[src/rtl/segdemo_pkg.sv]
// Shared constants and the hex-to-segment glyph function.
// Assumes active-high segments packed as {g,f,e,d,c,b,a}.
package segdemo_pkg;

    localparam int DIGIT_W = 4;
    localparam int SEG_W   = 7;

    // Map one hex digit to its segment pattern.
    function automatic logic [SEG_W-1:0] hex_glyph(input logic [DIGIT_W-1:0] v);
        logic [SEG_W-1:0] g;
        case (v)
            4'h0: g = 7'h3F;
            4'h1: g = 7'h06;
            4'h2: g = 7'h5B;
            4'h3: g = 7'h4F;
            4'h4: g = 7'h66;
            4'h5: g = 7'h6D;
            4'h6: g = 7'h7D;
            4'h7: g = 7'h07;
            4'h8: g = 7'h7F;
            4'h9: g = 7'h6F;
            4'hA: g = 7'h77;
            4'hB: g = 7'h7C;
            4'hC: g = 7'h39;
            4'hD: g = 7'h5E;
            4'hE: g = 7'h79;
            default: g = 7'h71;
        endcase
        return g;
    endfunction

endpackage

[src/rtl/segdemo_sync.sv]
// Multi-stage flip-flop synchroniser for a bus of independent level signals.
// Assumes each bit is a slow level (button); no bus coherency is implied.
module segdemo_sync #(
    parameter int WIDTH  = 2,
    parameter int STAGES = 2
) (
    input  logic             clk,
    input  logic             rst_n,
    input  logic [WIDTH-1:0] d,
    output logic [WIDTH-1:0] q
);

    logic [WIDTH-1:0] stage [STAGES];

    generate
        for (genvar s = 0; s < STAGES; s++) begin : g_stage
            if (s == 0) begin : g_first
                // Capture the asynchronous input.
                always_ff @(posedge clk) begin
                    if (!rst_n) stage[0] <= '0;
                    else        stage[0] <= d;
                end
            end else begin : g_next
                // Pass the value one stage further.
                always_ff @(posedge clk) begin
                    if (!rst_n) stage[s] <= '0;
                    else        stage[s] <= stage[s-1];
                end
            end
        end
    endgenerate

    assign q = stage[STAGES-1];

endmodule

[src/rtl/segdemo_tick.sv]
// Prescaler: pulses tick for one cycle every DIV clock cycles.
// Assumes DIV >= 1; clr restarts the period from zero.
module segdemo_tick #(
    parameter int DIV = 25_000_000
) (
    input  logic clk,
    input  logic rst_n,
    input  logic clr,
    output logic tick
);

    localparam int PW = (DIV > 1) ? $clog2(DIV) : 1;
    localparam logic [PW-1:0] LAST = PW'(DIV - 1);

    logic [PW-1:0] pcnt;

    assign tick = (pcnt == LAST);

    // Count cycles within one tick period.
    always_ff @(posedge clk) begin
        if (!rst_n || clr) pcnt <= '0;
        else if (tick)     pcnt <= '0;
        else               pcnt <= pcnt + 1'b1;
    end

endmodule

[src/rtl/segdemo_decade.sv]
// Modulo-(LAST+1) counter stepped by adv and cleared by clr.
// Assumes LAST fits in WIDTH bits.
module segdemo_decade #(
    parameter int WIDTH = 4,
    parameter int LAST  = 9
) (
    input  logic             clk,
    input  logic             rst_n,
    input  logic             clr,
    input  logic             adv,
    output logic [WIDTH-1:0] count
);

    localparam logic [WIDTH-1:0] TOP = WIDTH'(LAST);

    // Step the count, wrapping from TOP to zero.
    always_ff @(posedge clk) begin
        if (!rst_n || clr) count <= '0;
        else if (adv)      count <= (count == TOP) ? '0 : count + 1'b1;
    end

endmodule

[src/rtl/segdemo_hexseg.sv]
// Combinational hex digit to seven-segment decoder.
// Assumes active-high segments {g,f,e,d,c,b,a}.
module segdemo_hexseg
    import segdemo_pkg::*;
(
    input  logic [DIGIT_W-1:0] digit,
    output logic [SEG_W-1:0]   seg
);

    // Look up the glyph.
    always_comb seg = hex_glyph(digit);

endmodule

[src/rtl/segdemo_ctrl.sv]
// Top level: switch-hex / decade-count single-digit display controller.
// Buttons are synchronised; the switch bus feeds the decoder directly.
// Assumes buttons are high while pressed and already debounced enough.
module segdemo_ctrl
    import segdemo_pkg::*;
#(
    parameter int TICK_DIV    = 25_000_000,
    parameter int SYNC_STAGES = 2
) (
    input  logic                clk,
    input  logic                rst_n,
    input  logic [DIGIT_W-1:0]  sw,
    input  logic                btn_mode,
    input  logic                btn_clr,
    output logic [SEG_W-1:0]    seg,
    output logic [DIGIT_W-1:0]  led
);

    localparam int COUNT_LAST = 9;

    logic [1:0]         btn_s;
    logic               mode_s;
    logic               clr_s;
    logic               tick;
    logic [DIGIT_W-1:0] count;
    logic [DIGIT_W-1:0] digit;

    segdemo_sync #(.WIDTH(2), .STAGES(SYNC_STAGES)) u_sync (
        .clk   (clk),
        .rst_n (rst_n),
        .d     ({btn_mode, btn_clr}),
        .q     (btn_s)
    );

    assign mode_s = btn_s[1];
    assign clr_s  = btn_s[0];

    segdemo_tick #(.DIV(TICK_DIV)) u_tick (
        .clk   (clk),
        .rst_n (rst_n),
        .clr   (clr_s),
        .tick  (tick)
    );

    segdemo_decade #(.WIDTH(DIGIT_W), .LAST(COUNT_LAST)) u_count (
        .clk   (clk),
        .rst_n (rst_n),
        .clr   (clr_s),
        .adv   (tick),
        .count (count)
    );

    // Pick the digit source from the held mode button.
    always_comb digit = mode_s ? count : sw;

    segdemo_hexseg u_hex (
        .digit (digit),
        .seg   (seg)
    );

    assign led = count;

endmodule

[config.mk]
export PLATFORM = sky130hd
export DESIGN_NAME = segdemo_ctrl
export DESIGN_NICKNAME = d
export VERILOG_FILES = /design/src/rtl/segdemo_pkg.sv /design/src/rtl/segdemo_sync.sv /design/src/rtl/segdemo_tick.sv /design/src/rtl/segdemo_decade.sv /design/src/rtl/segdemo_hexseg.sv /design/src/rtl/segdemo_ctrl.sv
export SDC_FILE = /design/constraint.sdc
export NUM_CORES = 1
export LEC_CHECK = 0
export BUFFER_PORTS_ARGS = -buffer_cell sky130_fd_sc_hd__buf_2
export CORE_MARGIN = 2
export CORE_UTILIZATION = 50
export DETAILED_ROUTE_END_ITERATION = 12
export PLACE_DENSITY = 0.74
export SYNTH_ARGS = -nofsm -noshare
export SYNTH_HDL_FRONTEND = slang
export SYNTH_HIERARCHICAL = 1
export SYNTH_SLANG_ARGS = --single-unit
[constraint.sdc]
create_clock -name clk -period 4.89 [get_ports clk]
set_input_delay 0.2445 -clock clk [delete_from_list [all_inputs] [get_ports clk]]
set_output_delay 0.2445 -clock clk [all_outputs]
set_load 0.01 [all_outputs]
After elaboration in Yosys (flattened, before gate mapping)
Memory sizes are Yosys's and may differ from the RTL's.
Cells that the tools add are included.
{"block": "word_totals", "ff_bits": 29, "latchBits": 0, "ramBits": 4, "rom_bits": 112, "in_bits": 8, "out_inout_bits": 11, "wordCells": 19, "mem_count": 2}
{"memory": "(name not given)", "words": 16, "width": 7, "rd": 1, "rd_clocked_by_memory_dff": 0, "wr": 0, "line": "segdemo_pkg.sv:11", "source": "case (v)"}
{"memory": "u_sync.stage", "words": 2, "width": 2, "rd": 2, "rd_clocked_by_memory_dff": 0, "wr": 2, "line": "segdemo_sync.sv:13", "source": "logic [WIDTH-1:0] stage [STAGES];"}
{"block": "op_classes", "addsub": 2, "n_mul": 0, "div": 0, "order_cmp": 0, "eq_ne": 2, "n_shift": 0, "muxes": 6, "n_bitwise": 2, "reduce_logical": 3}
{"op": "$add 25x1->25 const B", "n": 1}
{"op": "$eq 25x25->1 const B", "n": 1}
{"op": "$mux 4", "n": 2}
{"op": "$add 4x1->4 const B", "n": 1}
{"op": "$eq 4x4->1 const B", "n": 1}
{"op": "$mux 2", "n": 2}
{"op": "$mux 1", "n": 2}
{"op": "$or 1x1->1", "n": 2}
{"op": "$reduce_or 2->1", "n": 1}
{"op": "$logic_not 1->1", "n": 1}
{"op": "$logic_or 1x1->1", "n": 1}

Longest topological paths before layout
{"block": "logic_depth", "ltp_word": 3, "ltp_mapped": 7, "mapped_depth_nobuf": 6}

By module
The synthesis kept the hierarchy.
{"mod": "segdemo_tick", "n_inst": 1, "cells_each": 150, "area_each_um2": 1260.0, "seq_area_each_um2": 500.5}
{"mod": "segdemo_hexseg", "n_inst": 1, "cells_each": 33, "area_each_um2": 287.8, "seq_area_each_um2": 0.0}
{"mod": "segdemo_decade", "n_inst": 1, "cells_each": 20, "area_each_um2": 180.2, "seq_area_each_um2": 80.1}
{"mod": "segdemo_sync", "n_inst": 1, "cells_each": 8, "area_each_um2": 105.1, "seq_area_each_um2": 80.1}
{"mod": "segdemo_ctrl", "n_inst": 1, "cells_each": 4, "area_each_um2": 45.0, "seq_area_each_um2": 0.0}

Worst setup path before layout
Ideal clock, no wire load.
{"block": "synth_timing", "kind": "flip-flop to flip-flop", "start": "register u_tick.pcnt[0]", "end": "register u_tick.pcnt[24]", "setup_ps": 67, "arrival_ps": 2042, "required_ps": 4823, "slack_ps": 2781, "path_stages_with_launch": 8, "path_buffers": 2, "period_less_slack_ps": 2109, "path_cell_list": "dfxtp_1 ha_1 clkbuf_1 nand4_1 or4_1 buf_2 or4_4 a21oi_2"}
{"block": "synth_via", "elab_chain_len": 2, "word_cells_on_any_way": 3, "classes_between": "1 x add/sub; 1 x eq/ne; 1 x reduce/logical"}
{"item": "start, declared", "line": "segdemo_tick.sv:15", "source": "logic [PW-1:0] pcnt;"}
{"item": "start signal, assigned", "line": "segdemo_tick.sv:23", "source": "else pcnt <= pcnt + 1'b1;"}
{"item": "parallel branches: the longest is 2 deep, another holds $add 25x1->25"}
Parallel ways; which one is timed is not known.
A chain may end at the register's enable or synchronous reset.

Worst setup path after layout
{"block": "layout_timing", "start": "register u_tick.pcnt[10]", "end": "register u_count.count[1]"}
{"block": "layout_via", "elab_chain_len": 1}
{"item": "$eq 25x25->1", "line": "segdemo_tick.sv:17", "source": "assign tick = (pcnt == LAST);"}
{"item": "via tick", "line": "segdemo_ctrl.sv:24", "source": "logic tick;"}
{"item": "end signal, assigned", "line": "segdemo_decade.sv:19", "source": "else if (adv) count <= (count == TOP) ? '0 : count + 1'b1;"}
{"item": "end, declared", "line": "segdemo_decade.sv:11", "source": "output logic [WIDTH-1:0] count"}
The timed path passes the listed nets, and every way through them passes these cells.

==> impl_metrics.tcl <==
set metrics [dict create \
    status "finished clean" \
    post-cts-setup-buffers 0 \
    drt-total-wl_mm 3.57 \
    n_antenna_cell 0 \
    worstMarginPinSlew_ns 0.857 \
    cts_tree "built" \
    grt_pass1_wl_mm 6.28 \
    port-buffer-count 18 \
    drive_gt1_share_pct 18.5 \
    worstHoldEndpoint "u_sync/stage[0][1]" \
    relSlewSlack_pct 42.3 \
    skew_ns 0.00713 \
    grt_max_degree 16 \
    r2r_cells 5 \
    antenna_found_initial 0 \
    r2r_start "u_tick/pcnt[10]" \
    overflow 0 \
    rsz0062_at_grt "false" \
    power_per_cell_area_nw_per_um2 263 \
    drcViolationCount 0 \
    grtUsageTotal_pct 19.1 \
    vias 1564 \
    critPathLaunchType "register" \
    syn_area_per_cell_um2 8.74 \
    cp_max_fo 5 \
    die_area_um2 4260 \
    post-dp-hpwl_mm 2.64 \
    drtAntennaViolNets 0 \
    ff2ff_setup_slack_ns 2.49 \
    final_common_cell "dfxtp_1" \
    holdPathStages 2 \
    leakage_nw 0.746 \
    die_h_um 65.3 \
    cts-buffers-inserted 5 \
    synth.distinct_cells 43 \
    crit_type "reg -> reg" \
    period_share_pct 49.1 \
    timing.max_cap.violations 0 \
    areaGrowthSynthToFinish_pct 11.3 \
    worstHoldPathType "in -> reg" \
    critPathRequiredTime_ns 5.12 \
    vias_per_cell 5.57 \
    fp.dieW_um 65.3 \
    final_cell_mix "dfxtp_1 (33), nor2_1 (19), buf_2 (18), a21oi_1 (13), nand3_1 (12)" \
    ys_seq_elements 33 \
    ctsResizeCount 0 \
    p_total_uw 550 \
    cts.sinks 33 \
    num_io_pins 19 \
    seq_area_frac_synth_pct 35.2 \
    cts_buffer_depth 2 \
    routedWlPerCell_um 12.7 \
    gp_congestion 0.797 \
    reg2reg_to "u_count/count[1]" \
    nets 248 \
    path_clk_slew_ns 0.07 \
    postCtsHoldBufs 0 \
    drt_pass1_iterations 5 \
    drt_iter0_drc 56 \
    rows 22 \
    grt_pass1_vias 1408 \
    syn_nets 231 \
    start_util_pct 51.7 \
    syn_area_um2 1880 \
    clock_latency_ns 0.29 \
    final_max_slew_viol_count 0 \
    cts-root-buf "clkbuf_8" \
    vdd_ir_drop_max_mv 0.155 \
    cts_max_level 2 \
    setup_viol 0 \
    tns_ns 0 \
    hold_violations 0 \
    fill_cells 345 \
    synth_cells 215 \
    hold_start "btn_mode" \
    worstPathArrival_ns 2.63 \
    core_um2 3630 \
    yosysWarnings 6 \
    period_needed_ns 2.40 \
    end_kind "register" \
    fmax_ghz 0.417 \
]
[metal layers]
metal | up-vias | wire length [um] | GRT usage [%]
met1 | 706 | 1690 | 23.7
met4 | 0 | 72 | 9.38
met5 | - | 0 | 0
met3 | 7 | 173 | 5.14
li1 | 811 | - | -
met2 | 40 | 1630 | 30.6
[cell type report]
cell class | instances | area, um2 | share of cell area, %
sequential | 33 | 661 | 31.6
timing repair buffer | 19 | 97.6 | 4.67
clock buffer | 7 | 96.3 | 4.61
clock inverter | 1 | 5.00 | 0.239
multi-input combinational | 162 | 1130 | 54.0
tap | 48 | 60.1 | 2.87
inverter | 11 | 41.3 | 1.97
[sequential cells by signal, indices dropped and copies added (netlist names)]
signal         flops
u_tick/pcnt       25
u_sync/stage       4
u_count/count      4
[worst max-delay path, stage by stage (launching register included)]
cell and delay [ns]:
dfxtp_1 0.35, or4_1 0.58, nor4_1 0.77, nand2_2 0.11
or3_1 0.40, a21oi_2 0.13
[cell usage after synthesis, drive strengths merged]
cell | n | area (um2)
a21oi | 15 | 82.6
a31o | 2 | 17.5
and2 | 6 | 37.5
and3 | 2 | 12.5
and4 | 6 | 52.6
and4b | 1 | 11.3
buf | 5 | 31.3
clkbuf | 4 | 15.0
dfxtp | 33 | 661
ha | 8 | 100
inv | 11 | 41.3
mux2 | 7 | 78.8
mux2i | 2 | 20.0
mux4 | 1 | 26.3
nand2 | 12 | 47.6
nand2b | 2 | 12.5
nand3 | 12 | 60.1
nand3b | 1 | 7.51
nand4 | 10 | 68.8
nand4b | 2 | 17.5
nand4bb | 1 | 11.3
nor2 | 19 | 71.3
nor2b | 4 | 25.0
nor3 | 5 | 25.0
nor4 | 2 | 12.5
nor4b | 1 | 8.76
o21ai | 7 | 35.0
o311ai | 1 | 16.3
o31a | 1 | 10.0
o31ai | 1 | 7.51
o32a | 1 | 10.0
o41ai | 3 | 26.3
or2b | 1 | 7.51
or3 | 6 | 37.5
or4 | 5 | 41.3
xnor2 | 7 | 61.3
xor2 | 8 | 70.1
[how the worst max path moves through the flow]
stage	end	cells after the start	slack (ns)	start
global placement	u_count/count[1]	5	2.62	u_tick/pcnt[10]
global route	u_count/count[1]	6	2.35	u_tick/pcnt[2]
CTS	seg[3]	6	2.49	u_sync/stage[1][1]
floorplan	u_tick/pcnt[24]	7	2.78	u_tick/pcnt[0]
finish	u_count/count[1]	5	2.49	u_tick/pcnt[10]
detailed placement	u_count/count[1]	5	2.54	u_tick/pcnt[10]
[metrics by stage]
step	utilization [%]	instances	hold WS (ns)	area (um2)	setup slack (ns)
after floorplan	-	215	0.366	1880	2.78
after global placement	54.8	273	0.410	1990	2.62
after detailed placement	54.8	273	0.418	1990	2.54
after CTS	57.5	281	0.173	2090	2.49
after global routing	57.5	281	0.173	2090	2.35
final	57.5	281	0.177	2090	2.49
[cell families after synthesis]
| logic type | count (synthesis) | share of synthesized area [%] |
|---|---|---|
| DFF | 33 | 35.2 |
| AOI/OAI and AO/OA | 31 | 10.9 |
| and+or+nand+nor | 98 | 30.2 |
| muxes | 10 | 6.66 |
| adders and majority gates | 8 | 5.33 |
| buffers and inverters | 20 | 4.66 |
| xor gates and xnor gates | 15 | 7.00 |
[power breakdown]
group | switching [mW] | internal, mW | leakage, nW
combinational | 0.0274 | 0.0235 | 0.425
clock | 0.0962 | 0.127 | 0.0542
sequential | 0.00332 | 0.272 | 0.267
Note: power is estimated with default switching activity, not from simulation.
